--- src/rtl/pwm_pkg.sv ---
`timescale 1ns/1ps
package pwm_pkg;

  localparam int CODE_W = 3;
  localparam int STATE_W = 2;

  typedef enum logic [STATE_W-1:0] {
    ST_IDLE   = 2'd0,
    ST_ARMED  = 2'd1,
    ST_WAIT_B = 2'd2,
    ST_DONE   = 2'd3
  } pwm_state_e;

  typedef enum logic [CODE_W-1:0] {
    ERR_NONE  = 3'd0,
    ERR_LONG  = 3'd1,
    ERR_ORDER = 3'd2,
    ERR_EXTRA = 3'd3,
    ERR_DROP  = 3'd4,
    ERR_QUIET = 3'd5
  } pwm_err_e;

  // One sampled cycle of the three inputs plus their history.
  typedef struct packed {
    logic win;
    logic win_rise;
    logic strt;
    logic strt_long;
    logic stop;
    logic stop_long;
  } pwm_obs_t;

  // A level that was also high at the previous sample.
  function automatic logic held_over(input logic now_v, input logic prev_v);
    return now_v & prev_v;
  endfunction

  // A level that was low at the previous sample.
  function automatic logic rising(input logic now_v, input logic prev_v);
    return now_v & ~prev_v;
  endfunction

  // Arbitrate a cycle's findings by fixed priority.
  function automatic pwm_err_e pick_error(input logic drop, input logic quiet,
                                          input logic lng, input logic order,
                                          input logic extra);
    if (drop)       return ERR_DROP;
    else if (quiet) return ERR_QUIET;
    else if (lng)   return ERR_LONG;
    else if (order) return ERR_ORDER;
    else if (extra) return ERR_EXTRA;
    else            return ERR_NONE;
  endfunction

endpackage

--- src/rtl/pwm_history.sv ---
`timescale 1ns/1ps
module pwm_history
  import pwm_pkg::*;
(
  input  logic     clk,
  input  logic     rst_n,
  input  logic     win,
  input  logic     strt,
  input  logic     stop,
  output pwm_obs_t obs
);

  logic win_q;
  logic strt_q;
  logic stop_q;

  always_ff @(posedge clk) begin
    if (!rst_n) begin
      win_q  <= 1'b0;
      strt_q <= 1'b0;
      stop_q <= 1'b0;
    end else begin
      win_q  <= win;
      strt_q <= strt;
      stop_q <= stop;
    end
  end

  always_comb begin
    obs.win       = win;
    obs.win_rise  = rising(win, win_q);
    obs.strt      = strt;
    obs.strt_long = held_over(strt, strt_q);
    obs.stop      = stop;
    obs.stop_long = held_over(stop, stop_q);
  end

endmodule

--- src/rtl/pwm_fsm.sv ---
`timescale 1ns/1ps
module pwm_fsm
  import pwm_pkg::*;
(
  input  logic       clk,
  input  logic       rst_n,
  input  pwm_obs_t   obs,
  output pwm_state_e state,
  output pwm_err_e   nxt_err,
  output logic       nxt_done
);

  pwm_state_e nxt_state;
  logic any_pls;
  logic any_long;
  logic f_drop, f_quiet, f_long, f_order, f_extra;
  logic advance_ok;

  assign any_pls  = obs.strt | obs.stop;
  assign any_long = obs.strt_long | obs.stop_long;

  // Findings for this cycle, each independent of the others.
  always_comb begin
    f_drop  = ~obs.win & (state == ST_WAIT_B);
    f_quiet = any_pls & (~obs.win | obs.win_rise);
    f_long  = obs.win & ~obs.win_rise & any_long;
    f_order = obs.win & ~obs.win_rise & (state == ST_ARMED) & obs.stop & ~obs.strt;
    f_extra = obs.win & ~obs.win_rise &
              (((state == ST_WAIT_B) & obs.strt) | ((state == ST_DONE) & any_pls));
  end

  assign nxt_err    = pick_error(f_drop, f_quiet, f_long, f_order, f_extra);
  assign advance_ok = obs.win & ~obs.win_rise & (nxt_err == ERR_NONE);

  always_comb begin
    nxt_state = state;
    nxt_done  = 1'b0;
    if (!obs.win) begin
      nxt_state = ST_IDLE;
    end else if (obs.win_rise) begin
      nxt_state = ST_ARMED;
    end else if (advance_ok) begin
      unique case (state)
        ST_ARMED: begin
          if (obs.strt && obs.stop) begin
            nxt_state = ST_DONE;
            nxt_done  = 1'b1;
          end else if (obs.strt) begin
            nxt_state = ST_WAIT_B;
          end
        end
        ST_WAIT_B: begin
          if (obs.stop) begin
            nxt_state = ST_DONE;
            nxt_done  = 1'b1;
          end
        end
        default: nxt_state = state;
      endcase
    end
  end

  always_ff @(posedge clk) begin
    if (!rst_n) state <= ST_IDLE;
    else        state <= nxt_state;
  end

endmodule

--- src/rtl/pwm_report.sv ---
`timescale 1ns/1ps
module pwm_report
  import pwm_pkg::*;
(
  input  logic              clk,
  input  logic              rst_n,
  input  pwm_err_e          nxt_err,
  input  logic              nxt_done,
  output logic              err_strobe,
  output logic [CODE_W-1:0] err_code,
  output logic              done_pulse
);

  always_ff @(posedge clk) begin
    if (!rst_n) begin
      err_strobe <= 1'b0;
      err_code   <= '0;
      done_pulse <= 1'b0;
    end else begin
      err_strobe <= (nxt_err != ERR_NONE);
      err_code   <= nxt_err;
      done_pulse <= nxt_done;
    end
  end

endmodule

--- src/rtl/pulse_window_mon.sv ---
`timescale 1ns/1ps
module pulse_window_mon
  import pwm_pkg::*;
(
  input  logic              clk,
  input  logic              rst_n,
  input  logic              win_en,
  input  logic              start_pls,
  input  logic              end_pls,
  output logic              err_strobe,
  output logic [CODE_W-1:0] err_code,
  output logic              done_pulse
);

  pwm_obs_t   obs;
  pwm_state_e state;
  pwm_err_e   nxt_err;
  logic       nxt_done;

  // Named internal events, visible to the bound checker.
  logic st_armed;
  logic st_wait_b;
  logic win_rise;

  pwm_history u_hist (
    .clk  (clk),
    .rst_n(rst_n),
    .win  (win_en),
    .strt (start_pls),
    .stop (end_pls),
    .obs  (obs)
  );

  pwm_fsm u_fsm (
    .clk     (clk),
    .rst_n   (rst_n),
    .obs     (obs),
    .state   (state),
    .nxt_err (nxt_err),
    .nxt_done(nxt_done)
  );

  pwm_report u_rep (
    .clk       (clk),
    .rst_n     (rst_n),
    .nxt_err   (nxt_err),
    .nxt_done  (nxt_done),
    .err_strobe(err_strobe),
    .err_code  (err_code),
    .done_pulse(done_pulse)
  );

  assign st_armed  = (state == ST_ARMED);
  assign st_wait_b = (state == ST_WAIT_B);
  assign win_rise  = obs.win_rise;

endmodule

--- config.mk ---
export PLATFORM = sky130hd
export DESIGN_NAME = pulse_window_mon
export DESIGN_NICKNAME = d
export VERILOG_FILES = /design/src/rtl/pwm_pkg.sv /design/src/rtl/pwm_history.sv /design/src/rtl/pwm_fsm.sv /design/src/rtl/pwm_report.sv /design/src/rtl/pulse_window_mon.sv
export SDC_FILE = /design/constraint.sdc
export NUM_CORES = 1
export LEC_CHECK = 0
export BUFFER_PORTS_ARGS = -buffer_cell sky130_fd_sc_hd__buf_2
export CORE_AREA = 2 2 39 41
export DETAILED_ROUTE_END_ITERATION = 6
export DIE_AREA = 0 0 41 43
export PLACE_DENSITY = 0.71
export SYNTH_ARGS = -nofsm -noshare
export SYNTH_HDL_FRONTEND = slang
export SYNTH_SLANG_ARGS = --single-unit
export TNS_END_PERCENT = 1
--- constraint.sdc ---
create_clock -name clk -period 1.9 [get_ports clk]
set_input_delay 0.19 -clock clk [delete_from_list [all_inputs] [get_ports clk]]
set_output_delay 0.19 -clock clk [all_outputs]
set_load 0.005 [all_outputs]
# Word-level counts from Yosys, hierarchy flattened
# Index checks and enable logic that the tools add are counted.
# W data, S select, Z words.
[totals]
out_inout_bits = 5
inputBits = 5
ff_bits = 10
word_cells = 64
[op_classes]
muxes = 14
bitwise_logic = 24
n_reduce_logical = 11
eq_ne = 7
[ops]
columns = ["cell", "count"]
rows = [
  ["$and A1 B1 Y1", 14],
  ["$mux W3", 4],
  ["$mux W2", 4],
  ["$reduce_and A4 Y1", 2],
  ["$ne A3 B2 Y1 const B", 2],
  ["$not A1 Y1", 6],
  ["$reduce_bool A3 Y1", 2],
  ["$eq A2 B2 Y1 const B", 2],
  ["$mux W1", 4],
  ["$ne A4 B2 Y1 const B", 1],
  ["$or A1 B1 Y1", 4],
  ["$pmux W2 S2", 1],
  ["$reduce_bool A2 Y1", 2],
  ["$reduce_or A4 Y1", 1],
  ["$logic_not A3 Y1", 1],
  ["$reduce_or A3 Y1", 1],
  ["$eq A2 B1 Y1 const B", 1],
  ["$ne A2 B2 Y1 const B", 1],
  ["$pmux W1 S2", 1],
  ["$reduce_and A2 Y1", 1],
  ["$logic_and A1 B1 Y1", 1],
]

# Depth between registers and ports, before layout
[logic_depth]
word_depth = 15
mapped_depth = 6
mapped_depth_nobuf = 6

# Cells and area by module
# Synthesis repeated with hierarchy kept, for this count alone.
[unflattened]
cells_unflattened = 60
hier_area_um2 = 538.0
[by_module_without_submodules]
columns = ["mod", "instances", "cells_per_inst", "area_each_um2", "seq_area_each_um2"]
rows = [
  ["pwm_fsm", 1, 38, 275.3, 40.0],
  ["pwm_report", 1, 10, 135.1, 100.1],
  ["pwm_history", 1, 12, 127.6, 60.1],
]

# Worst setup path after synthesis
# OpenSTA, ideal clock, no wires.
[synth_path]
path_type = "flip-flop to flip-flop"
start = "reg u_fsm.state[0]"
end = "reg u_fsm.state[0]"
arrival_time_ps = 1450
path_stages_with_launch = 7
required_ps = 1781
setup_time_ps = 119
synth_period_minus_slack_ps = 1569
setup_slack_ps = 331
path_buffers = 0
cell_sequence = "dfxtp_1 -> inv_1 -> ha_1 -> o21ai_0 -> nand4_1 -> or2_1 -> o221a_1"
[synth_between]
elab_chain_len = 13
word_cells_on_any_way = 26
classes_between = "eq/ne: 5; mux: 8; bitwise: 9; reduce/logical: 4"
[synth_rtl]
columns = ["item", "line_no", "source"]
rows = [
  ["from (decl)", "pwm_fsm.sv:8", "output pwm_state_e state,"],
  ["from (signal assigned)", "pwm_fsm.sv:65", "else state <= nxt_state;"],
  ["$eq A2 B2 Y1 (on tied branches)", "pwm_fsm.sv:24, pwm_fsm.sv:29, pwm_fsm.sv:43", ""],
  ["$and A1 B1 Y1", "pwm_fsm.sv:29", "(((state == ST_WAIT_B) & obs.strt) | ((state == ST_DONE) & any_pls));"],
  ["$or A1 B1 Y1", "pwm_fsm.sv:29", ""],
  ["$and A1 B1 Y1", "pwm_fsm.sv:28", "f_extra = obs.win & ~obs.win_rise &"],
  ["$mux W2", "pwm_pkg.sv:51", "else if (extra) return ERR_EXTRA;"],
  ["$mux W3", "pwm_pkg.sv:50", "else if (order) return ERR_ORDER;"],
  ["$mux W3", "pwm_pkg.sv:49", "else if (lng) return ERR_LONG;"],
  ["$mux W3", "pwm_pkg.sv:48", "else if (quiet) return ERR_QUIET;"],
  ["$mux W3", "pwm_pkg.sv:47", "if (drop) return ERR_DROP;"],
  ["$logic_not A3 Y1", "pwm_fsm.sv:33", "assign advance_ok = obs.win & ~obs.win_rise & (nxt_err == ERR_NONE);"],
  ["$and A1 B1 Y1", "pwm_fsm.sv:33", ""],
  ["$reduce_bool A2 Y1 (no source line)", "--", ""],
  ["$reduce_and A4 Y1 (no source line)", "--", ""],
]
# Parallel ways exist; a longest one is shown, timed or not. The select of a mux whose other input is x is not followed.
# A chain may end at the register's enable or synchronous reset.

# Final worst setup path
# Ends and elaborated chain as after synthesis.

==> out/qor.csv <==
stage,metric,value,unit
status,status,"complete, no violations",
setup_path,type of the worst setup path,reg2reg,
run,max cap viols,0,
sta,final worst path period share,92.4,%
clocking,clk buf depth,2,
sta,RSZ-0062 raised after global routing,no,
clocking,"Clk pin slew, worst setup/hold paths",70,ps
clocking,Clock H-tree levels,1,
floorplan,core box area,1380,um^2
cells_and_area,Finished Cell Area,622,um^2
drt,DR pass1 iterations,4,
synthesis,"Seq/Total Area, Yosys",36.9,%
drt,drt initial violations,9,
setup_path,Reg2Reg Depth,6,
synthesis,"FF+latch count, synth",10,
setup_path,startpoint type of the worst setup path,flop,
clocking,TritonCTS Sinks,10,
cells_and_area,Final Instance Count excl. Fillers,82,
floorplan,Rows,14,
sta,Final Skew,5.36,ps
sta,Min Hold Slack,205,ps
cells_and_area,Fill cells,141,
sta,Slew headroom,76.1,%
synthesis,synth warn,0,
clocking,CTS Hold Bufs,0,
setup_path,Worst Path Required,2050,ps
setup_path,Worst Setup SP,u_fsm.state[0],
drt,total number of vias,447,
synthesis,top cell type's share of synthesized area,36.9,%
floorplan,# IOs,10,
synthesis,Avg Inst Size Synth,9.87,um^2
drt,drc violations,0,
sta,setup TNS,0,ps
cells_and_area,Register Area,200,um^2
global_routing,initial antenna violation count,0,
drt,ANT nets after route,0,
drt,vias per cell,5.45,
cells_and_area,share of layout cells above drive strength 1,30.3,%
cells_and_area,# diodes,0,
synthesis,Synth top cells by count,"dfxtp_1, and2_1, nand2_1",
synthesis,post-synth top area cell,dfxtp_1,
pwr,leakage power,0.277,nW
clocking,Worst-Skew Late Latency,260,ps
synthesis,count of flip-flops with a built-in enable after synthesis,0,
floorplan,Die W,41,um
clocking,post-CTS resize count,0,
synthesis,"Cell Area, Synth",543,um^2
synthesis,cells after synthesis,55,
sta,Max Clk Rate,0.570,GHz
synthesis,most frequent cell after synthesis,dfxtp_1,
global_routing,largest net degree at the start of global routing,12,
clocking,Setup Buffers After CTS,0,
synthesis,Async SR Flop Fraction,0,%
sta,post-route minimum period,1760,ps
placed_design,Inst Count DP,78,
cells_and_area,area taken by multi-input logic gates,309,um^2
setup_path,worst setup path end,u_fsm.state[0],
clocking,Num CTS Buffers,3,
pwr,Peak VDD IR,0.000668,V
cells_and_area,Layout area overhead,14.5,%
sta,Worst Tran Pin Value,358,ps
synthesis,ranking of synthesized cells by area,"dfxtp_1, ha_1, and2_1",
placed_design,GPL Wtd Cong,0.861,
sta,max-slew violation count,0,
drt,per-cell routed wire length,12.5,um
min_path,Hold WC Path Type,in2reg,
setup_path,worst r2r src,u_fsm.state[0],
cells_and_area,post-layout util,44.9,%
floorplan,Initial Util,39.2,%
setup_path,Crit Reg-Reg Endpoint,u_fsm.state[0],
global_routing,Total Routing Usage GR,14.6,%
synthesis,syn_nets,63,
floorplan,die area,1760,um^2
setup_path,Setup crit end kind,flop,
placed_design,number of port buffers,9,
pwr,pwr dens,749,nW/um^2
global_routing,via count of the first global-routing pass,407,
clocking,CTS Root Cell,clkbuf_4,
cells_and_area,Nets,75,
sta,final hold viol count,0,
setup_path,CP max FO,6,
synthesis,post-synth cell types,30,
global_routing,first-pass GRT wire length,1660,um
synthesis,most common flop cell mapped by yosys,dfxtp_1,
clocking,CTS tree,yes,
placed_design,DP Area,586,um^2
setup_path,r2r setup slk,140,ps
setup_path,Worst Path Arrival,1900,ps
global_routing,Congestion Overflow GR,0,
placed_design,detailed placement HPWL,739,um
drt,WL final,1030,um
sta,final setup fails,0,
floorplan,die height,43,um
critical path, cell delays in order (launching register included):
cell     delay [ps]
dfxtp_1         360
inv_1            70
ha_1            280
o21ai_0         250
nand4_1         160
or2_1           260
o221a_1         270
final cells by class:
type	instances	share of cell area (%)
Clock buffer	4	5.84
Inverter	3	1.81
Multi-Input combinational cell	40	49.7
Sequential cell	10	32.2
Tap cell	16	3.22
Timing Repair Buffer	9	7.24
stage by stage:
stage          power, mW  setup slack (ps)
2_1_floorplan      0.270               331
3_3_place_gp       0.283               203
3_5_place_dp       0.284               176
4_1_cts            0.474               162
5_1_grt            0.495              39.1
6_report           0.466               144
sequential cells by signal, indices dropped and copies added (netlist names):
name	count
u_rep.err_strobe	1
u_hist.stop_q	1
u_hist.win_q	1
u_rep.done_pulse	1
u_rep.err_code	3
u_fsm.state	2
u_hist.strt_q	1
worst min path at each step:
stage / startpoint / end / slack (ps) / depth (start not counted)
2_1_floorplan: rst_n / u_rep.err_code[0] / 310 / 2
5_1_grt: rst_n / u_hist.strt_q / 200 / 2
6_report: rst_n / u_hist.strt_q / 200 / 2
3_5_place_dp: rst_n / u_hist.strt_q / 470 / 2
3_3_place_gp: rst_n / u_rep.err_code[2] / 460 / 2
4_1_cts: rst_n / u_hist.strt_q / 200 / 2
power breakdown:
group	internal [mW]	leakage, nW	switching (mW)
Clock	0.116	0.0210	0.0694
Combinational	0.0247	0.173	0.0303
Sequential	0.219	0.0826	0.00600
Total	0.360	0.277	0.106
kinds of logic (layout without fill, tap and decap cells):
logic type               count (synthesis)  after routing  synth area share [%]
AO/OA/AOI/OAI                           15             15                  24.0
AND/OR/NAND/NOR                         22             22                  26.0
flip-flops                              10             10                  36.9
adder cells (fa/ha/maj)                  3              3                  6.91
buffers and inverters                    5             16                  6.22
per-layer routing:
metal  routed length, um  track usage [%]  vias to the layer above
met2                 511             21.6                       19
met1                 413             15.8                      204
met3                  87             8.90                        4
met5                   0                0                        -
li1                    -                -                      220
met4                  15             6.67                        0
cell usage in the layout (no fill, tap or decap):
| cell type | netlist | layout |
|---|---|---|
| a2111oi_2 | 1 | 1 |
| a211oi_2 | 1 | 1 |
| a21boi_0 | 1 | 1 |
| a21oi_1 | 3 | 3 |
| a22oi_4 | 1 | 1 |
| a31oi_1 | 1 | 1 |
| and2_1 | 5 | 5 |
| and2_4 | 1 | 1 |
| and3b_1 | 1 | 1 |
| buf_2 | 0 | 9 |
| clkbuf_4 | 0 | 3 |
| clkbuf_8 | 0 | 1 |
| dfxtp_1 | 10 | 10 |
| ha_1 | 3 | 3 |
| inv_1 | 3 | 3 |
| nand2_1 | 4 | 4 |
| nand2b_1 | 1 | 1 |
| nand2b_2 | 1 | 1 |
| nand3_1 | 2 | 2 |
| nand4_1 | 1 | 1 |
| nor2_1 | 1 | 1 |
| nor2b_1 | 1 | 1 |
| nor3_2 | 1 | 1 |
| nor3b_1 | 1 | 1 |
| nor3b_2 | 1 | 1 |
| o211a_1 | 1 | 1 |
| o21a_1 | 1 | 1 |
| o21ai_0 | 2 | 2 |
| o221a_1 | 1 | 1 |
| o22ai_1 | 1 | 1 |
| o31ai_1 | 1 | 1 |
| or2_1 | 1 | 1 |
(Power assumes the default switching activity.)
